### config.mk
export PLATFORM = sky130hd
export DESIGN_NAME = pred_step_skip
export DESIGN_NICKNAME = d
export VERILOG_FILES = /design/src/rtl/psk_pkg.sv /design/src/rtl/psk_mask_sel.sv /design/src/rtl/psk_find_next.sv /design/src/rtl/pred_step_skip.sv
export SDC_FILE = /design/constraint.sdc
export NUM_CORES = 1
export LEC_CHECK = 0
export BUFFER_PORTS_ARGS = -buffer_cell sky130_fd_sc_hd__buf_2
export CORE_AREA = 3 3 96 121
export CTS_BUF_LIST = sky130_fd_sc_hd__clkbuf_8
export DETAILED_ROUTE_END_ITERATION = 6
export DIE_AREA = 0 0 99 124
export HOLD_SLACK_MARGIN = 0.1
export PLACE_DENSITY = 0.78
export SLEW_MARGIN = 40
export SYNTH_ARGS = -nofsm -noshare
export SYNTH_HDL_FRONTEND = slang
export SYNTH_SLANG_ARGS = --single-unit
### constraint.sdc
create_clock -name clk_i -period 3.3 [get_ports clk_i]
set_clock_uncertainty 0.1 [all_clocks]
set_input_delay 0.33 -clock clk_i [delete_from_list [all_inputs] [get_ports clk_i]]
set_output_delay 0.33 -clock clk_i [all_outputs]
set_load 0.02 [all_outputs]
### src/rtl/psk_pkg.sv
package psk_pkg;
  typedef enum logic {
    ST_IDLE = 1'b0,
    ST_WALK = 1'b1
  } psk_state_e;
endpackage

### src/rtl/psk_mask_sel.sv
module psk_mask_sel #(
  parameter int N = 16
) (
  input  logic [N-1:0] int_mask_i,
  input  logic [N-1:0] cr_mask_i,
  input  logic         from_cr_i,
  input  logic         zero_i,
  output logic [N-1:0] pred_o,
  output logic [N-1:0] walk_o
);
  assign pred_o = from_cr_i ? cr_mask_i : int_mask_i;
  // zeroing visits every element; the predicate then only flags zero
  assign walk_o = zero_i ? {N{1'b1}} : pred_o;
endmodule

### src/rtl/psk_find_next.sv
module psk_find_next #(
  parameter int N  = 16,
  parameter int IW = 5
) (
  input  logic [N-1:0]  mask_i,
  input  logic [IW-1:0] from_i,
  input  logic [IW-1:0] vl_i,
  output logic          found_o,
  output logic [IW-1:0] pos_o
);
  always_comb begin
    found_o = 1'b0;
    pos_o   = '0;
    for (int i = N - 1; i >= 0; i--) begin
      if (mask_i[i] && (IW'(i) >= from_i) && (IW'(i) < vl_i)) begin
        found_o = 1'b1;
        pos_o   = IW'(i);
      end
    end
  end
endmodule

### src/rtl/pred_step_skip.sv
module pred_step_skip
  import psk_pkg::*;
#(
  parameter int MAX_VL    = 16,
  parameter int CR_FIELDS = 128,
  localparam int IW = $clog2(MAX_VL + 1),
  localparam int PW = $clog2(MAX_VL),
  localparam int CW = $clog2(CR_FIELDS)
) (
  input  logic              clk_i,
  input  logic              rst_ni,
  input  logic              start_i,
  input  logic [IW-1:0]     vl_i,
  input  logic              twin_i,
  input  logic              src_from_cr_i,
  input  logic              dst_from_cr_i,
  input  logic [MAX_VL-1:0] src_int_mask_i,
  input  logic [MAX_VL-1:0] src_cr_mask_i,
  input  logic [MAX_VL-1:0] dst_int_mask_i,
  input  logic [MAX_VL-1:0] dst_cr_mask_i,
  input  logic              src_zero_i,
  input  logic              dst_zero_i,
  input  logic [CW-1:0]     cr_base_i,
  output logic              busy_o,
  output logic              pair_valid_o,
  input  logic              pair_ready_i,
  output logic [IW-1:0]     src_step_o,
  output logic [IW-1:0]     dst_step_o,
  output logic              src_zero_o,
  output logic              dst_zero_o,
  output logic [CW-1:0]     cr_field_o,
  output logic              done_o
);
  localparam logic [IW-1:0] VL_MAX = IW'(MAX_VL);

  psk_state_e        state_q;
  logic [IW-1:0]     vl_q, src_idx_q, dst_idx_q;
  logic [MAX_VL-1:0] src_pred_q, dst_pred_q, src_walk_q, dst_walk_q;
  logic [CW-1:0]     base_q;

  // single mode: destination follows the source predicate choice
  logic [MAX_VL-1:0] dst_int_sel, dst_cr_sel;
  logic              dst_from_sel;
  assign dst_int_sel  = twin_i ? dst_int_mask_i : src_int_mask_i;
  assign dst_cr_sel   = twin_i ? dst_cr_mask_i  : src_cr_mask_i;
  assign dst_from_sel = twin_i ? dst_from_cr_i  : src_from_cr_i;

  logic [MAX_VL-1:0] src_pred_d, src_walk_d, dst_pred_d, dst_walk_d;

  psk_mask_sel #(.N(MAX_VL)) u_src_sel (
    .int_mask_i (src_int_mask_i),
    .cr_mask_i  (src_cr_mask_i),
    .from_cr_i  (src_from_cr_i),
    .zero_i     (src_zero_i),
    .pred_o     (src_pred_d),
    .walk_o     (src_walk_d)
  );

  psk_mask_sel #(.N(MAX_VL)) u_dst_sel (
    .int_mask_i (dst_int_sel),
    .cr_mask_i  (dst_cr_sel),
    .from_cr_i  (dst_from_sel),
    .zero_i     (dst_zero_i),
    .pred_o     (dst_pred_d),
    .walk_o     (dst_walk_d)
  );

  logic          src_found, dst_found;
  logic [IW-1:0] src_pos, dst_pos;

  psk_find_next #(.N(MAX_VL), .IW(IW)) u_src_next (
    .mask_i  (src_walk_q),
    .from_i  (src_idx_q),
    .vl_i    (vl_q),
    .found_o (src_found),
    .pos_o   (src_pos)
  );

  psk_find_next #(.N(MAX_VL), .IW(IW)) u_dst_next (
    .mask_i  (dst_walk_q),
    .from_i  (dst_idx_q),
    .vl_i    (vl_q),
    .found_o (dst_found),
    .pos_o   (dst_pos)
  );

  logic walking, both_found, take;
  assign walking    = (state_q == ST_WALK);
  assign both_found = src_found && dst_found;
  assign take       = walking && both_found && pair_ready_i;

  always_ff @(posedge clk_i or negedge rst_ni) begin
    if (!rst_ni) begin
      state_q    <= ST_IDLE;
      vl_q       <= '0;
      src_idx_q  <= '0;
      dst_idx_q  <= '0;
      src_pred_q <= '0;
      dst_pred_q <= '0;
      src_walk_q <= '0;
      dst_walk_q <= '0;
      base_q     <= '0;
    end else begin
      unique case (state_q)
        ST_IDLE: begin
          if (start_i) begin
            state_q    <= ST_WALK;
            vl_q       <= (vl_i > VL_MAX) ? VL_MAX : vl_i;
            src_idx_q  <= '0;
            dst_idx_q  <= '0;
            src_pred_q <= src_pred_d;
            dst_pred_q <= dst_pred_d;
            src_walk_q <= src_walk_d;
            dst_walk_q <= dst_walk_d;
            base_q     <= cr_base_i;
          end
        end
        ST_WALK: begin
          if (!both_found) begin
            state_q <= ST_IDLE;
          end else if (take) begin
            src_idx_q <= src_pos + IW'(1);
            dst_idx_q <= dst_pos + IW'(1);
          end
        end
        default: state_q <= ST_IDLE;
      endcase
    end
  end

  assign busy_o       = walking;
  assign pair_valid_o = walking && both_found;
  assign done_o       = walking && !both_found;
  assign src_step_o   = src_pos;
  assign dst_step_o   = dst_pos;
  assign src_zero_o   = pair_valid_o && !src_pred_q[src_pos[PW-1:0]];
  assign dst_zero_o   = pair_valid_o && !dst_pred_q[dst_pos[PW-1:0]];
  assign cr_field_o   = base_q + CW'(dst_pos);

endmodule

==> impl_summary.md <==
Floorplan
After floorplanning, the core was sized to cover 0.01056 sq mm. The initial standard-cell utilization of the core is 51.68%. During I/O placement, the number of pins put on the boundary was 107. The die area is 0.01228 sq mm.

The cell row count is 42. The horizontal die dimension is 99 um. The die boundary height is 124 um.

Clock tree
In this run the deepest clock path goes through 2 buffers. The clock tree synthesis step divided the H-tree into 3 levels. TritonCTS built the clock tree.

The root buffer cell is sky130_fd_sc_hd__clkbuf_8. The clock transition at the register clock pins on the worst setup and hold paths after CTS is 0.10 ns. The number of buffers inserted during clock tree synthesis is 9. The insertion delay to the later sink of the worst-skew pair is 0.38 ns. The clock drives 87 sinks.

Setup path
STA puts the critical path data required time at 2.87 ns. The critical path goes through buf_6 > or4_4 > nand4b_1 > buf_4 > o2111ai_4 > or4_4 > nand2_8 > ha_4 > a21o_1 > a21oi_2 > buf_4 > xnor2_2 > buf_4. The cell repeated most along the worst path is sky130_fd_sc_hd__buf_4. The number of buffer and inverter instances along the worst setup path is 4. The slowest cell on the critical path is sky130_fd_sc_hd__or4_4.

The worst setup path is captured at an output port. In this design, the stage delay of the slowest critical-path cell is 0.51 ns. The critical path is of the register to output port type. The category of cells accounting for the largest share of critical-path delay is simple AND/OR/NAND/NOR gates. The peak fanout along the critical path is 4. The category of the worst setup path launch point is a register. The worst endpoint data arrival time is 3.48 ns.

Timing
The ratio of final minimum period to clock period is 118.5%. The final worst slack is -0.6100 ns. For the pin with the worst max-slew slack, the measured transition is 0.7783 ns. The worst pin sits at a relative slew slack of 48.12%. The count of final hold-check violations is 0.

Counting I/O delays and the setup requirement, the final critical path takes 3.910 ns. The max-slew violation count was 0. The final worst hold slack is 0.1009 ns. Setup repair after global routing could not meet its margin everywhere. The final count of negative-setup-slack endpoints is 10. Timing would allow up to 255.8 MHz.

Placed design
Routability-driven placement finished with a final weighted congestion of 0.9319. The post-placement worst setup slack is -0.4648 ns. The count of port buffers added during placement is 104. Summing all placed instances gives a cell area of 0.006625 sq mm.

The half-perimeter wire length of the detailed placement result is 13.03 mm.

Routing
The detailed router put a total of 7.312 mm of wire on met1. For this run, the detailed router's first-pass iteration total came to 5. The first routing iteration left 473 violations. The post-detailed-route wirelength per cell is 20.48 um. Routed signal wires occupy layers up through met4. Once detail routing completed, the nets flagged for antenna violations numbered 0. Detailed routing placed a total of 9.065 mm of wire on met2. The via total after detailed routing is 5557. The routed wire length is 18.68 mm. The detailed-route vias per instance is 6.093. Summed over all nets, wire length on met3 after detailed routing comes to 1.376 mm. In the routed design, unresolved DRC markers number 0.

Finish
With fillers left out, the area of the finished cells amounts to 0.007356 sq mm. The number of filler instances in the final layout is 734. Registers take 0.002178 sq mm.

The antenna diode count is 0. The multi-input combinational cell area is 0.003465 sq mm. Relative to the synthesized area, the layout overhead comes to 34.75%.

The post-layout net count is 867. The share of post-route cells with drive strength above 1 is 38.46%.

GRT
The sum of overflow across all layers after global routing is 0. The via count of the first global-routing pass came to 5506. Entering global routing, the biggest net connects 88 pins. Global routing used 30.14% of the available tracks across all layers. The first global-routing pass estimated 28.55 mm of wire. The initial antenna violation count is 0.

Yosys
After synthesis the netlist holds a flip-flop and latch count of 87. The synthesized area is 0.005459 sq mm. Yosys printed 0 warnings. Of all flip-flops after synthesis, the portion carrying an async set or reset was 100.0%. The number of synthesized flops with an enable pin is 0. In the synthesized netlist the dominant register cell turns out to be sky130_fd_sc_hd__dfrtp_1. Counting distinct cell types in the post-synthesis netlist gives 78.

The cell count after synthesis is 608. The fraction of the yosys area taken by sequential cells is 39.88%. A synthesized cell averages 8.979 sq um.

Hold path
The class of the tightest hold or removal check is input port to register.

Status
The flow ran to the end, but the final reports show violations. The checks that failed: negative setup slack.

Run
The reported max-cap violation count is 0.
## state kept, by name (all words and copies together) (netlist names), 5 cells and up
name / cells
base_q: 7
dst_walk_q: 16
dst_pred_q: 16
src_pred_q: 16
src_walk_q: 16
dst_idx_q: 5
vl_q: 5
src_idx_q: 5
## synthesized netlist by cell type (5+ instances only)
cell type                   count  area (sq um)
sky130_fd_sc_hd__o21a_1         5         37.54
sky130_fd_sc_hd__o31ai_1        8         60.06
sky130_fd_sc_hd__xnor2_1        6         52.55
sky130_fd_sc_hd__nand3_1       19         95.09
sky130_fd_sc_hd__nand3b_1       5         37.54
sky130_fd_sc_hd__dfrtp_1       87          2177
sky130_fd_sc_hd__mux2i_1       47         470.5
sky130_fd_sc_hd__buf_2          7         35.03
sky130_fd_sc_hd__mux2_2        16         180.2
sky130_fd_sc_hd__o2111ai_1      9         78.83
sky130_fd_sc_hd__clkbuf_1      23         86.33
sky130_fd_sc_hd__nor2b_1        7         43.79
sky130_fd_sc_hd__nand2_1       91         341.6
sky130_fd_sc_hd__inv_1          8         30.03
sky130_fd_sc_hd__a21oi_1       44         220.2
sky130_fd_sc_hd__ha_1           6         75.07
sky130_fd_sc_hd__nor3_1         6         30.03
sky130_fd_sc_hd__o21ai_0       44         220.2
sky130_fd_sc_hd__nand4_1       10         62.56
sky130_fd_sc_hd__buf_1          7         26.28
sky130_fd_sc_hd__nor2_1        48         180.2
sky130_fd_sc_hd__nor4b_1        5         43.79
## area by class of cell
class                      count  share of cell area (%)
tap                          132                   2.245
clock inverter                 6                  0.6974
sequential                    87                   29.61
clock buffer                  10                   1.871
timing repair buffer         195                   17.95
inverter                       9                  0.5273
multi-input combinational    473                   47.10
## repair_timing
action                     in CTS  in global routing
hold endpoints to repair       94                  0
setup endpoints to repair      13                 13
hold buffers                    8                  0
buffers inserted                8                  5
pin swaps                      23                 16
gates resized for setup        56                 31
cloned                          0                  0
## worst paths after layout
path	from	end	slack, ns	cells after the start
min in group asynchronous	rst_ni	src_pred_q[12]$_DFFE_PN0P_	0.44	2
max	vl_q[1]$_DFFE_PN0P_	cr_field_o[4]	-0.61	13
max reg2reg	vl_q[1]$_DFFE_PN0P_	src_idx_q[1]$_DFFE_PN0P_	0.27	13
max in group asynchronous	rst_ni	vl_q[2]$_DFFE_PN0P_	2.13	2
min	vl_i[4]	vl_q[4]$_DFFE_PN0P_	0.10	3
min reg2reg	src_pred_q[1]$_DFFE_PN0P_	src_pred_q[1]$_DFFE_PN0P_	0.39	2
## worst min-delay path: stages
cell	delay [ns]
sky130_fd_sc_hd__buf_2	0.10
sky130_fd_sc_hd__nand2_1	0.05
sky130_fd_sc_hd__nand2_1	0.06
## cell families (layout without fill, tap and decap cells)
group / count (synthesis) / in the layout / share of synthesized area (%)
xor+xnor: 9 / 9 / 1.444
buf+inv: 49 / 220 / 3.805
mux: 63 / 63 / 11.92
flops: 87 / 87 / 39.88
fa+ha+maj: 7 / 7 / 1.742
compound gates: 160 / 160 / 20.22
simple gates: 232 / 232 / 20.93
other cells: 1 / 2 / 0.06869
## placed cells by master (no fill, tap or decap), types with 4 or more instances in the layout
cell type                        n
sky130_fd_sc_hd__nor2b_1         6
sky130_fd_sc_hd__buf_6          14
sky130_fd_sc_hd__o2111ai_1       8
sky130_fd_sc_hd__buf_2          92
sky130_fd_sc_hd__nand3_1        19
sky130_fd_sc_hd__o21a_1          5
sky130_fd_sc_hd__and3_1          4
sky130_fd_sc_hd__mux2_2         16
sky130_fd_sc_hd__dfrtp_1        86
sky130_fd_sc_hd__o21ai_0        41
sky130_fd_sc_hd__inv_1           7
sky130_fd_sc_hd__nand3b_1        5
sky130_fd_sc_hd__nand2_1        89
sky130_fd_sc_hd__buf_4          79
sky130_fd_sc_hd__o31ai_1         5
sky130_fd_sc_hd__nor3_2          4
sky130_fd_sc_hd__dlygate4sd3_1   8
sky130_fd_sc_hd__clkbuf_8       11
sky130_fd_sc_hd__a21oi_2         6
sky130_fd_sc_hd__nor2_1         45
sky130_fd_sc_hd__a21oi_1        38
sky130_fd_sc_hd__mux2i_1        44
sky130_fd_sc_hd__and2_1          4
sky130_fd_sc_hd__nand4_1        10
## layer usage
layer / track usage, % / up-vias
li1: - / 2545
met1: 38.27 / 2656
met2: 49.75 / 293
met3: 5.434 / 63
met4: 14.77 / 0
met5: 0 / -
## through the flow
stage	cells	util (%)	TNS (ns)
floorplan	609	-	-0.5911
global route	912	69.64	-4.683
finish	912	69.64	-3.738
global placement	880	62.64	-1.523
detailed placement	880	62.72	-1.768
CTS	910	68.28	-3.260
Power is not shown: default switching activity piles up to over one toggle a cycle in this logic, so the estimate is an artifact.
